**config.mk**
```make
export PLATFORM = sky130hd
export DESIGN_NAME = nine_bit_packer
export DESIGN_NICKNAME = d
export VERILOG_FILES = /design/src/rtl/nbp_pkg.sv /design/src/rtl/nbp_order.sv /design/src/rtl/nbp_pack.sv /design/src/rtl/nine_bit_packer.sv
export SDC_FILE = /design/constraint.sdc
export NUM_CORES = 1
export LEC_CHECK = 0
export BUFFER_PORTS_ARGS = -buffer_cell sky130_fd_sc_hd__buf_2
export CORE_AREA = 10 10 91 93
export CTS_BUF_LIST = sky130_fd_sc_hd__clkbuf_4
export DETAILED_ROUTE_END_ITERATION = 6
export DIE_AREA = 0 0 101 103
export GPL_TIMING_DRIVEN = 0
export HOLD_SLACK_MARGIN = 0.08
export PLACE_DENSITY = 0.79
export SLEW_MARGIN = 10
export SYNTH_ARGS = -nofsm -noshare
export SYNTH_HDL_FRONTEND = slang
export SYNTH_HIERARCHICAL = 1
export SYNTH_SLANG_ARGS = --single-unit
```
**constraint.sdc**
```tcl
create_clock -name clk_i -period 2.3 [get_ports clk_i]
set_input_delay 0.23 -clock clk_i [delete_from_list [all_inputs] [get_ports clk_i]]
set_output_delay 0.23 -clock clk_i [all_outputs]
set_load 0.02 [all_outputs]
```
**src/rtl/nbp_pkg.sv**
```systemverilog
package nbp_pkg;
  localparam int BYTE_W    = 8;
  localparam int WORD_W    = BYTE_W + 1;
  localparam int BLK_WORDS = BYTE_W;       // words per block
  localparam int BLK_BYTES = WORD_W;       // bytes per block
  localparam int PEND_W    = $clog2(BLK_WORDS + 1);
  localparam int REM_W     = $clog2(BLK_BYTES + 1);
  localparam int ACC_W     = 2 * BYTE_W;

  typedef enum logic [1:0] {ORD_PASS, ORD_HOLD, ORD_PEND} ord_st_e;
  typedef enum logic {PK_RUN, PK_EMIT} pk_st_e;

  typedef struct packed {
    logic [BYTE_W-1:0] data;
    logic              cmd;
    logic              last;
  } beat_t;
endpackage

```
**src/rtl/nbp_order.sv**
```systemverilog
// Classifies beats (command vs data) and applies pairwise byte swap.
module nbp_order
  import nbp_pkg::*;
(
  input  logic              clk_i,
  input  logic              rst_ni,
  input  logic              swap_i,
  input  logic              in_valid_i,
  output logic              in_ready_o,
  input  logic [BYTE_W-1:0] in_byte_i,
  input  logic              in_dc_i,
  input  logic              in_last_i,
  output logic              w_valid_o,
  input  logic              w_ready_i,
  output beat_t             w_beat_o
);

  ord_st_e           st_q, st_d;
  logic              open_q, open_d;
  logic [BYTE_W-1:0] held_q;
  logic              held_last_q;
  logic              beat_cmd, hold_first;
  logic              take_first, take_second;

  assign beat_cmd   = !open_q && !in_dc_i;
  assign hold_first = !beat_cmd && swap_i && !in_last_i;

  always_comb begin
    st_d        = st_q;
    open_d      = open_q;
    in_ready_o  = 1'b0;
    w_valid_o   = 1'b0;
    take_first  = 1'b0;
    take_second = 1'b0;
    w_beat_o    = '{data: in_byte_i, cmd: beat_cmd, last: in_last_i | beat_cmd};
    unique case (st_q)
      ORD_PASS: begin
        if (hold_first) begin
          in_ready_o = 1'b1;
          if (in_valid_i) begin
            take_first = 1'b1;
            st_d       = ORD_HOLD;
            open_d     = 1'b1;
          end
        end else begin
          in_ready_o = w_ready_i;
          w_valid_o  = in_valid_i;
          if (in_valid_i && w_ready_i) open_d = !(in_last_i || beat_cmd);
        end
      end
      ORD_HOLD: begin
        in_ready_o    = w_ready_i;
        w_valid_o     = in_valid_i;
        w_beat_o.cmd  = 1'b0;
        w_beat_o.last = 1'b0;
        if (in_valid_i && w_ready_i) begin
          take_second = 1'b1;
          st_d        = ORD_PEND;
          open_d      = !in_last_i;
        end
      end
      ORD_PEND: begin
        w_valid_o = 1'b1;
        w_beat_o  = '{data: held_q, cmd: 1'b0, last: held_last_q};
        if (w_ready_i) st_d = ORD_PASS;
      end
      default: st_d = ORD_PASS;
    endcase
  end

  always_ff @(posedge clk_i or negedge rst_ni) begin
    if (!rst_ni) begin
      st_q        <= ORD_PASS;
      open_q      <= 1'b0;
      held_q      <= '0;
      held_last_q <= 1'b0;
    end else begin
      st_q   <= st_d;
      open_q <= open_d;
      if (take_first)  held_q      <= in_byte_i;
      if (take_second) held_last_q <= in_last_i;
    end
  end

endmodule

```
**src/rtl/nbp_pack.sv**
```systemverilog
// Packs tagged words into 9-byte blocks, pads commands and data tails.
module nbp_pack
  import nbp_pkg::*;
(
  input  logic              clk_i,
  input  logic              rst_ni,
  input  logic              w_valid_i,
  output logic              w_ready_o,
  input  beat_t             w_beat_i,
  output logic              out_valid_o,
  input  logic              out_ready_i,
  output logic [BYTE_W-1:0] out_byte_o,
  output logic              out_last_o
);

  pk_st_e            st_q, st_d;
  logic [PEND_W-1:0] pend_q, pend_d, np;
  logic [BYTE_W-1:0] carry_q, carry_d, final_q, final_d;
  logic [REM_W-1:0]  rem_q, rem_d;
  logic              end_q, end_d;
  logic [ACC_W-1:0]  cat;
  logic [BYTE_W-1:0] cat_byte, ncarry;
  logic              slot_free, push, push_last;
  logic [BYTE_W-1:0] push_byte;
  logic              ov_q, ol_q;
  logic [BYTE_W-1:0] ob_q;

  assign slot_free = !ov_q || out_ready_i;
  assign np        = pend_q + PEND_W'(1);

  // pending bits sit left-aligned in carry; the new word lands right below them
  always_comb begin
    cat      = {carry_q, {BYTE_W{1'b0}}}
             | (ACC_W'({1'b1, w_beat_i.data}) << (BYTE_W - 1 - int'(pend_q)));
    cat_byte = cat[ACC_W-1 -: BYTE_W];
    ncarry   = cat[BYTE_W-1:0];
  end

  always_comb begin
    st_d      = st_q;
    pend_d    = pend_q;
    carry_d   = carry_q;
    rem_d     = rem_q;
    final_d   = final_q;
    end_d     = end_q;
    push      = 1'b0;
    push_byte = '0;
    push_last = 1'b0;
    w_ready_o = (st_q == PK_RUN) && slot_free;
    if (st_q == PK_RUN) begin
      if (w_valid_i && slot_free) begin
        push = 1'b1;
        if (w_beat_i.cmd) begin
          push_byte = '0;
          st_d      = PK_EMIT;
          rem_d     = REM_W'(BLK_BYTES - 1);
          carry_d   = '0;
          final_d   = w_beat_i.data;
          end_d     = 1'b1;
          pend_d    = '0;
        end else begin
          push_byte = cat_byte;
          if (np == PEND_W'(BLK_WORDS)) begin
            st_d    = PK_EMIT;
            rem_d   = REM_W'(1);
            final_d = ncarry;
            carry_d = '0;
            end_d   = w_beat_i.last;
            pend_d  = '0;
          end else if (w_beat_i.last) begin
            st_d    = PK_EMIT;
            rem_d   = REM_W'(BLK_BYTES) - REM_W'(np);
            final_d = '0;
            carry_d = ncarry;
            end_d   = 1'b1;
            pend_d  = '0;
          end else begin
            carry_d = ncarry;
            pend_d  = np;
          end
        end
      end
    end else if (slot_free) begin
      push      = 1'b1;
      push_byte = (rem_q == REM_W'(1)) ? final_q : carry_q;
      push_last = (rem_q == REM_W'(1)) && end_q;
      carry_d   = '0;
      rem_d     = rem_q - REM_W'(1);
      if (rem_q == REM_W'(1)) st_d = PK_RUN;
    end
  end

  always_ff @(posedge clk_i or negedge rst_ni) begin
    if (!rst_ni) begin
      st_q    <= PK_RUN;
      pend_q  <= '0;
      carry_q <= '0;
      rem_q   <= '0;
      final_q <= '0;
      end_q   <= 1'b0;
      ov_q    <= 1'b0;
      ob_q    <= '0;
      ol_q    <= 1'b0;
    end else begin
      st_q    <= st_d;
      pend_q  <= pend_d;
      carry_q <= carry_d;
      rem_q   <= rem_d;
      final_q <= final_d;
      end_q   <= end_d;
      if (push) begin
        ov_q <= 1'b1;
        ob_q <= push_byte;
        ol_q <= push_last;
      end else if (out_ready_i) begin
        ov_q <= 1'b0;
      end
    end
  end

  assign out_valid_o = ov_q;
  assign out_byte_o  = ob_q;
  assign out_last_o  = ol_q;

endmodule

```
**src/rtl/nine_bit_packer.sv**
```systemverilog
module nine_bit_packer
  import nbp_pkg::*;
(
  input  logic              clk_i,
  input  logic              rst_ni,
  input  logic              swap_i,
  input  logic              in_valid_i,
  output logic              in_ready_o,
  input  logic [BYTE_W-1:0] in_byte_i,
  input  logic              in_dc_i,
  input  logic              in_last_i,
  output logic              out_valid_o,
  input  logic              out_ready_i,
  output logic [BYTE_W-1:0] out_byte_o,
  output logic              out_last_o
);

  logic  w_valid, w_ready;
  beat_t w_beat;

  nbp_order u_order (
    .clk_i      (clk_i),
    .rst_ni     (rst_ni),
    .swap_i     (swap_i),
    .in_valid_i (in_valid_i),
    .in_ready_o (in_ready_o),
    .in_byte_i  (in_byte_i),
    .in_dc_i    (in_dc_i),
    .in_last_i  (in_last_i),
    .w_valid_o  (w_valid),
    .w_ready_i  (w_ready),
    .w_beat_o   (w_beat)
  );

  nbp_pack u_pack (
    .clk_i       (clk_i),
    .rst_ni      (rst_ni),
    .w_valid_i   (w_valid),
    .w_ready_o   (w_ready),
    .w_beat_i    (w_beat),
    .out_valid_o (out_valid_o),
    .out_ready_i (out_ready_i),
    .out_byte_o  (out_byte_o),
    .out_last_o  (out_last_o)
  );

endmodule

```
==> reports/metrics.yaml, run 1 <==
status: "finished clean"
ys_types: 56
antenna_found_initial: 0
setup_viol: 0
ir_worst_vdd_mv: 0.653
fin_setup_tns_ps: 0
layout_min_cycle_time_ps: 2240
path_depth: 8
drt_iter0_drc: 245
die_y_um: 103
slowest_stage: "dfrtp_1"
wl_per_cell_um: 18.9
clk_latency_ps: 380
hp-start: "in_byte_i[6]"
cts_buffer_depth: 2
syn_to_final_growth_pct: 21.2
tightest_slew_ps: 1060
vias: 2777
grt_pass1_wl_um: 13500
cts-root-buf: "clkbuf_4"
grt_overflow: 0
core_area_um2: 6570
reg2reg_depth: 8
dp.final_hpwl_um: 5740
clk_pin_slew_worst_paths_ps: 150
crit_chain: "inv_2 > ha_4 > buf_6 > mux2_2 > nor2_1 > o21ai_0 > mux2_2 > a221o_1"
drtPass1Iterations: 5
synth.yosys.warnings: 6
layout-drive-gt1-share_pct: 36.2
fp-row-count: 30
postRouteAntennaNets: 0
h-tree-depth: 2
ys_seq_area_share_pct: 37.6
drv_slew: 0
io_pins: 26
timing_hold_violations_final: 0
cts_tree: "yes"
dp_cells: 425
grt_max_degree: 49
rrSetupSlack_ps: 60
worst-setup-path-type: "reg2reg"
cts_buffers: 5
crit_path_frequent_cell: "mux2_2"
synthFlopType: "dfrtp_1"
hold_ws_ps: 96.2
wl_um: 8550
fin_skew_ps: 10.9
portBuffers: 25
setup.worst_path.end: "u_pack/out_byte_o[1]"
drcViolationCount: 0
ys_ff_latch: 48
start_util_pct: 48.6
synth_top_area_share_pct: 37.6
n_antenna_cell: 0
worst_path_largest_cell_delay_ps: 430
syn-cell-area_um2: 3190
avgSynthCellArea_um2: 9.97
grt_pass1_vias: 2689
cp_max_fo: 8
gp_congestion: 0.941
die_x_um: 101
nNetsFinal: 395
crit_family: "multiplexers"
viasPerCell: 6.13
synth_top_cell_by_area: "dfrtp_1"
synthTopCellsByArea: "dfrtp_1 38%, mux2_2 11%, mux2i_1 7.8%"
power.leakage_nw: 1.64
period_share_pct: 97.3
path_buf_inv: 2
required_ps: 2580
instances_no_fill: 453
hold_path.class: "in2reg"
clock_sinks: 48
power_mw: 4.48
setup.worst_path.start_class: "flop"
critPathLaunch: "u_order/st_q[0]"
maxSlewHeadroom_pct: 29.5
async_flop_share_pct: 100
synth_cells: 320
cap_violations: 0
design.die.area_um2: 10400
timing.rr.start: "u_order/st_q[0]"
cp-end-kind: "flop"
synth_edf_count: 0
pwr_density_cell_nw_per_um2: 1160
regToRegEndpoint: "u_pack/out_byte_o[1]"
synth_nets: 343
fmax_mhz: 447
cp_data_arrival_time_ps: 2520
gr-usage-all-layers_pct: 15.9
==> registers in the layout, summed over array words and instances, names as in the netlist <==
signal               cells
u_order/held_q           8
u_pack/carry_q           8
u_pack/final_q           8
u_pack/out_byte_o        8
u_pack/pend_q            4
u_pack/rem_q             4
u_order/st_q             2
u_order/held_last_q      1
u_order/open_q           1
u_pack/end_q             1
u_pack/out_last_o        1
u_pack/out_valid_o       1
u_pack/st_q              1
==> cell usage after synthesis, drive strengths merged, types with 2 or more instances <==
master,n
o221ai,3
and2,2
nor2,19
a32o,3
nand2b,3
clkbuf,3
o2bb2ai,2
ha,8
nor3,5
inv,15
nor3b,3
nor2b,4
and3,2
a22o,7
a211oi,3
dfrtp,48
a21oi,14
nand2,29
mux2,31
o21ai,27
o211ai,6
o31ai,4
nor4,6
nand3,9
buf,16
nand4,2
a221o,3
mux2i,25
a22oi,2
mux4,2
==> routing by layer <==
| metal | wire (um) | vias up | global-route usage, % | share of wire [%] |
|---|---|---|---|---|
| li1 | - | 1296 | - | - |
| met1 | 3750 | 1359 | 21.5 | 44 |
| met2 | 4170 | 101 | 25.1 | 49 |
| met3 | 479 | 21 | 2.55 | 5.6 |
| met4 | 155 | 0 | 5.47 | 1.8 |
| met5 | 0 | - | 0 | 0 |
==> cell type report <==
| cell class | count | area [um^2] |
|---|---|---|
| Fill cell | 521 | 2700 |
| Multi-Input combinational cell | 238 | 1970 |
| Sequential cell | 48 | 1200 |
| Timing Repair Buffer | 45 | 323 |
| Buffer | 19 | 133 |
| Tap cell | 80 | 100 |
| Inverter | 15 | 56.3 |
| Clock inverter | 3 | 42.5 |
| Clock buffer | 5 | 37.5 |
==> logic make-up after synthesis <==
kind of cell / Yosys count / synth area share [%]
mux: 58 / 20.3
buf+inv: 34 / 5.33
flops: 48 / 37.6
fa+ha+maj: 8 / 3.14
xor+xnor: 1 / 0.275
simple gates: 89 / 14.9
compound gates: 82 / 18.4
==> report_power, final <==
group	leakage [nW]	switching, mW	internal [mW]
Combinational	0.971	1.50	1.23
Clock	0.0412	0.281	0.227
Sequential	0.623	0.166	1.09
Total	1.64	1.94	2.54
==> what timing repair did <==
item                                    4_1_cts  5_1_grt
gates resized for setup                      19       30
buffers inserted                              7        9
cloned                                        1        0
hold buffers                                  3        0
endpoints found under the setup margin       28       28
endpoints found under the hold margin        29        0
pin swaps                                     2        4
==> worst min path at each step <==
stage / cells past startpoint / slack [ps] / endpoint
final: 2 / 100 / u_order/held_q[6]
after global routing: 2 / 100 / u_order/held_q[7]
after CTS: 2 / 90 / u_order/held_q[1]
after detailed placement: 2 / 470 / u_order/open_q
after global placement: 2 / 460 / u_order/open_q
after floorplan: 0 / -70 / u_order/held_last_q
==> per-stage QoR <==
step                util, %  setup slack [ps]  cell area [um^2]
CTS                    56.0              11.2              3680
global route           58.9             -12.0              3870
detailed placement     52.0              -446              3420
global placement       52.0              -405              3420
floorplan                 -              18.1              3190
finish                 58.9              62.3              3870
==> layout by cell type (no fill, tap or decap), types with 3 or more instances in the layout <==
master,netlist,routed
inv_2,2,5
nor4_1,4,4
nand3_1,7,7
inv_1,13,10
o31ai_1,4,3
nor2b_1,4,4
a221o_1,3,3
nand2b_1,3,3
mux2i_1,25,22
a22o_1,7,7
buf_6,2,6
a21oi_1,13,12
nor3_1,5,5
mux2_2,30,24
dlygate4sd3_1,0,3
ha_4,0,3
o211ai_1,6,6
nand2_1,29,29
nor2_1,19,18
mux2_4,1,7
buf_2,10,33
buf_4,4,15
ha_1,8,4
o21ai_0,25,23
o221ai_1,3,3
dfrtp_1,48,48
a32o_1,3,3
clkbuf_4,0,7
Power figures use the tool's default switching activity.
==> run 2, diff against run 1 <==
==> constraint.sdc (replaced) <==
create_clock -name clk_i -period 2 [get_ports clk_i]
set_input_delay 0.2 -clock clk_i [delete_from_list [all_inputs] [get_ports clk_i]]
set_output_delay 0.2 -clock clk_i [all_outputs]
set_load 0.02 [all_outputs]
==> run 2 against run 1 <==
  * The flow now finishes with violations (setup timing)
  * Maximum frequency is 1.1% higher
  * Largest cell class unchanged
  * Combinational power increased by 31%
  * Sequential power up 16%
  * Clock power is 37% higher
  * Count of clock-buffer cells in the layout unchanged
  * First-iteration DRC count rose by 71%
  * Worst hold slack worse by 0.63 ps
  * Via count up 8.6%
  * Utilization up 4.5 points
  * Die area stayed put
  * Highest routed layer unchanged
==> reports/metrics.yaml, run 2 (synthesized netlist as in run 1, its figures left out) <==
status: "finished with violations"
violations: "setup timing"
required_ps: 2270  # -310 ps
dp.final_hpwl_um: 5820  # +1.4%
cp_max_fo: 7  # -1
clk_pin_slew_worst_paths_ps: 140  # about the same
start_util_pct: 48.6  # unchanged
grt_overflow: 0  # unchanged
setup_viol: 27  # +27
cts_tree: "yes"
n_antenna_cell: 0  # unchanged
viasPerCell: 6.45  # +5.2%
tightest_slew_ps: 1070  # +13.1 ps
maxSlewHeadroom_pct: 28.7  # -0.87 points
fp-row-count: 30  # unchanged
worst_path_largest_cell_delay_ps: 480  # +50 ps
crit_path_frequent_cell: "mux2_4"
io_pins: 26  # unchanged
instances_no_fill: 468  # +3.3%
drtPass1Iterations: 6  # +1
ir_worst_vdd_mv: 0.823  # +26%
clock_sinks: 48  # unchanged
gp_congestion: 0.983  # +4.4%
syn_to_final_growth_pct: 30.4
drcViolationCount: 0  # unchanged
design_area_um2: 4160  # +7.6%
place_area_um2: 3470  # +1.6%
setup_ws_ps: -213  # -275 ps
cap_violations: 0  # unchanged
cts-root-buf: "clkbuf_4"
pwr_density_cell_nw_per_um2: 1370  # +18%
gr-usage-all-layers_pct: 17.6  # +1.7 points
cts_buffers: 5  # unchanged
clk_latency_ps: 370  # about the same
design.die.area_um2: 10400  # unchanged
cp_data_arrival_time_ps: 2480  # -40 ps
cp-end-kind: "flop"
power.leakage_nw: 1.77  # +8.1%
rsz0062_at_grt: "yes"
core_area_um2: 6570  # unchanged
drt_iter0_drc: 419  # +71%
wl_per_cell_um: 20.4  # +8.0%
timing_hold_violations_final: 0  # unchanged
layout_min_cycle_time_ps: 2210  # -25.0 ps
layout-drive-gt1-share_pct: 40.2  # +4.0 points
grt_pass1_wl_um: 15000  # +11%
path_buf_inv: 1  # -1
drv_slew: 0  # unchanged
postRouteAntennaNets: 0  # unchanged
slowest_stage: "mux4_2"
wl_um: 9540  # +12%
nNetsFinal: 411  # +4.1%
worst-setup-path-type: "reg2reg"
grt_max_degree: 49  # unchanged
setup.worst_path.start_class: "flop"
vias: 3017  # +8.6%
fin_skew_ps: 6.92  # -3.95 ps
grt_pass1_vias: 3024  # +12%
fin_setup_tns_ps: -3240  # -3240 ps
mostFrequentLayoutCell: "dfrtp_1"
final_cell_mix: "48 x dfrtp_1, 33 x buf_2, 26 x nand2_1"
fmax_mhz: 452  # +1.1%
hold_path.class: "in2reg"
antenna_found_initial: 0  # unchanged
cts_buffer_depth: 2  # unchanged
crit_family: "multiplexers"
die_x_um: 101  # unchanged
n_fill_cell: 488  # -6.3%
die_y_um: 103  # unchanged
period_share_pct: 111  # +13 points
dp_cells: 425  # unchanged
portBuffers: 25  # unchanged
h-tree-depth: 2  # unchanged
crit_chain: "ha_4 > clkbuf_16 > mux2_4 > mux4_2 > a22o_1 > mux2_4"
run 2: cell types whose count changed in the layout (fill, tap and decap cells not counted), moves of 3 or more:
cell,change
buf_4,+10
dlygate4sd3_1,+7
mux2_2,-7
mux2_4,+7
nand2_1,-3
nor2_1,-3
o21ai_0,-12
o21ai_1,+9
o21ai_2,+3
run 2: cell type report:
type / count / area (um^2) / area share, %
multi-input cells: 238 / 2080 / 50.0
flip-flops and latches: 48 / 1200 / 28.9
repair buffers: 61 / 460 / 11.1
plain buffers: 19 / 161 / 3.88
well taps: 80 / 100 / 2.41
clock inverters: 2 / 60.1 / 1.44
inverters: 15 / 58.8 / 1.41
clock buffers: 5 / 37.5 / 0.902
run 2: final timing paths:
kind / from / endpoint / slack (ps) / cells after the start
setup / recovery: u_order/st_q[1] / u_pack/final_q[5] / -210 / 6
hold / removal: in_last_i / u_order/held_last_q / 100 / 2
setup reg to reg: u_order/st_q[1] / u_pack/final_q[5] / -210 / 6
hold reg to reg: u_pack/out_last_o / u_pack/out_last_o / 500 / 1
max in group asynchronous: rst_ni / u_pack/pend_q[2] / 800 / 2
min in group asynchronous: rst_ni / u_pack/out_byte_o[6] / 530 / 2
run 2: report_power, final:
group          internal [mW]  switching, mW
clock network          0.383          0.314
registers               1.25          0.197
logic                   1.62           1.93
run 2: metrics by stage:
step                utilization, %  power [mW]  setup slack [ps]  hold slack [ps]
global placement              52.9        3.91              -576              431
global route                  63.4        5.98              -277             79.2
CTS                           61.8        5.31              -193             85.7
detailed placement            52.9        4.00              -697              436
floorplan                        -        3.38              -162            -95.6
finish                        63.4        5.69              -213             95.6
run 2: repair_timing:
action                                  in CTS  in global routing
hold endpoints to repair                    57                  0
cloned                                       1                  1
endpoints found under the setup margin      32                 40
hold buffers                                10                  0
buffers inserted                            19                  5
pin swaps                                   13                  1
resized for setup                           58                 19
run 2: layer usage:
layer | track usage [%] | vias to the layer above | wire [um] | share of wire [%]
li1 | - | 1326 | - | -
met4 | 6.65 | 0 | 343 | 3.6
met1 | 20.8 | 1466 | 3610 | 38
met2 | 31.2 | 181 | 4840 | 51
met5 | 0 | - | 0 | 0
met3 | 3.08 | 44 | 742 | 7.8
==> run 3, diff against run 2 <==
--- a/config.mk
+++ b/config.mk
@@ -6,10 +6,10 @@
 export NUM_CORES = 1
 export LEC_CHECK = 0
 export BUFFER_PORTS_ARGS = -buffer_cell sky130_fd_sc_hd__buf_2
-export CORE_AREA = 10 10 91 93
+export CORE_AREA = 2 2 83 85
 export CTS_BUF_LIST = sky130_fd_sc_hd__clkbuf_4
 export DETAILED_ROUTE_END_ITERATION = 6
-export DIE_AREA = 0 0 101 103
+export DIE_AREA = 0 0 85 87
 export GPL_TIMING_DRIVEN = 0
 export HOLD_SLACK_MARGIN = 0.08
 export PLACE_DENSITY = 0.79
==> run 3 against run 2 <==
  * The run still ends with setup timing left
  * Worst hold slack improved by 14 ps
  * Clock power fell by 34%
  * Sequential power barely moved
  * Critical endpoint unchanged
  * Highest routed layer unchanged
==> reports/metrics.yaml, run 3 (synthesized netlist as in run 1, its figures left out) <==
setup.worst_path.start_class: "flop"
clk_latency_ps: 380  # about the same
cts_tree: "yes"
status: "finished with violations"
period_share_pct: 111  # about the same
drtPass1Iterations: 5  # -1
grt_pass1_wl_um: 13500  # -10%
worst-setup-path-type: "reg2reg"
start_util_pct: 48.6  # unchanged
die_y_um: 87  # -16%
power_mw: 5.42  # -4.8%
reg2reg_depth: 6  # unchanged
tightest_slew_ps: 1070  # +4.22 ps
fp-row-count: 30  # unchanged
io_pins: 26  # unchanged
power.leakage_nw: 1.74  # -1.3%
vias: 2858  # -5.3%
grt_pass1_vias: 2729  # -9.8%
timing.rr.start: "u_order/st_q[1]"
wl_per_cell_um: 18.1  # -11%
grt_overflow: 0  # unchanged
hp-start: "in_last_i"
viasPerCell: 6.07  # -5.9%
violations: "setup timing"
fin_skew_ps: 12.8  # +5.87 ps
gr-usage-all-layers_pct: 22.9  # +5.2 points
pwr_density_cell_nw_per_um2: 1310  # -4.5%
cts_buffers: 5  # unchanged
ir_worst_vdd_mv: 1.17  # +42%
drv_slew: 0  # unchanged
rsz0062_at_grt: "yes"
cp-end-kind: "flop"
dp.final_hpwl_um: 5560  # -4.4%
drcViolationCount: 0  # unchanged
core_area_um2: 6570  # unchanged
rrSetupSlack_ps: -210  # about the same
fin_util_pct: 63.2  # -0.17 points
hold_ws_ps: 109  # +13.9 ps
final_cell_mix: "47 x dfrtp_1, 32 x buf_2, 27 x nand2_1"
postRouteAntennaNets: 0  # unchanged
nNetsFinal: 413  # +0.49%
drt_iter0_drc: 303  # -28%
mostFrequentLayoutCell: "dfrtp_1"
cts_buffer_depth: 2  # unchanged
cap_violations: 0  # unchanged
required_ps: 2270  # about the same
cts-root-buf: "clkbuf_4"
design.die.area_um2: 7400  # -29%
place_area_um2: 3470  # unchanged
setup_viol: 19  # -30%
h-tree-depth: 2  # unchanged
min_to: "u_order/held_last_q"
gp_congestion: 0.934  # -5.0%
antenna_found_initial: 0  # unchanged
layout-drive-gt1-share_pct: 41.4  # +1.2 points
portBuffers: 25  # unchanged
min_delay_path_depth: 2  # unchanged
wl_um: 8540  # -10%
n_antenna_cell: 0  # unchanged
maxSlewHeadroom_pct: 28.4  # -0.28 points
regToRegEndpoint: "u_pack/final_q[5]"
setup_ws_ps: -213  # -0.0570 ps
grt_max_degree: 49  # unchanged
design_area_um2: 4150  # -0.27%
cp_data_arrival_time_ps: 2480  # about the same
timing_hold_violations_final: 0  # unchanged
dp_slack_ps: -698  # -0.553 ps
clk_pin_slew_worst_paths_ps: 150  # about the same
hold_path.class: "in2reg"
layout_min_cycle_time_ps: 2210  # +0.0570 ps
cp_max_fo: 5  # -2
die_x_um: 85  # -16%
n_fill_cell: 493  # +1.0%
syn_to_final_growth_pct: 30.1
fmax_mhz: 452  # about the same
clock_sinks: 48  # unchanged
==> run 3: changes by cell type in the layout (fill, tap and decap cells not counted), sizes merged <==
| cell | before | now |
|---|---|---|
| clkbuf | 7 | 8 |
| bufinv | 2 | 0 |
| buf | 68 | 69 |
| clkinv | 0 | 1 |
| clkinvlp | 0 | 2 |
==> run 3: worst max path at each step <==
stage                          from           endpoint  depth (start not counted)
finish              u_order/st_q[1]  u_pack/final_q[5]                          6
global route        u_order/st_q[0]  u_pack/final_q[5]                          7
CTS                 u_order/st_q[1]  u_pack/final_q[5]                          6
detailed placement  u_order/st_q[0]  u_pack/carry_q[4]                         10
global placement    u_order/st_q[0]  u_pack/carry_q[4]                         10
floorplan           u_order/st_q[0]  u_pack/final_q[5]                          7
==> run 3: cell type report <==
| class | count | area, um^2 | share of cell area [%] |
|---|---|---|---|
| plain buffers | 19 | 166 | 4.01 |
| multi-input cells | 238 | 2070 | 49.9 |
| clock buffers | 5 | 37.5 | 0.904 |
| repair buffers | 63 | 497 | 12.0 |
| flip-flops and latches | 48 | 1200 | 29.0 |
| inverters | 15 | 58.8 | 1.42 |
| clock inverters | 3 | 18.8 | 0.452 |
| well taps | 80 | 100 | 2.41 |
==> run 3: critical path, stage by stage (launching register included) <==
cell and delay (ps):
dfrtp_2 460, ha_4 190, clkbuf_16 160, mux2_4 330
mux4_2 490, a22o_1 210, mux2_4 250
==> run 3: metal layers <==
metal	global-route usage (%)	share of wire, %
met4	6.93	1.7
met5	0	0
met2	40.1	51
met1	29.5	43
met3	2.94	5.2
==> run 3: timing repair <==
item / CTS / global route
gates resized for setup: 44 / 34
setup endpoints to repair: 34 / 40
setup buffers: 15 / 13
endpoints found under the hold margin: 57 / 0
hold buffers: 10 / 0
pin swaps: 9 / 11
cloned: 1 / 0
==> run 3: stage by stage <==
| step | TNS (ps) | instances |
|---|---|---|
| after floorplan | -2310 | 320 |
| after global placement | -12430 | 425 |
| after global routing | -4010 | 471 |
| after detailed placement | -14260 | 425 |
| after CTS | -2340 | 459 |
| final | -1710 | 471 |
==> run 3: where the power goes <==
group / internal (mW) / switching, mW
registers: 1.25 / 0.197
clock network: 0.133 / 0.325
logic: 1.67 / 1.84
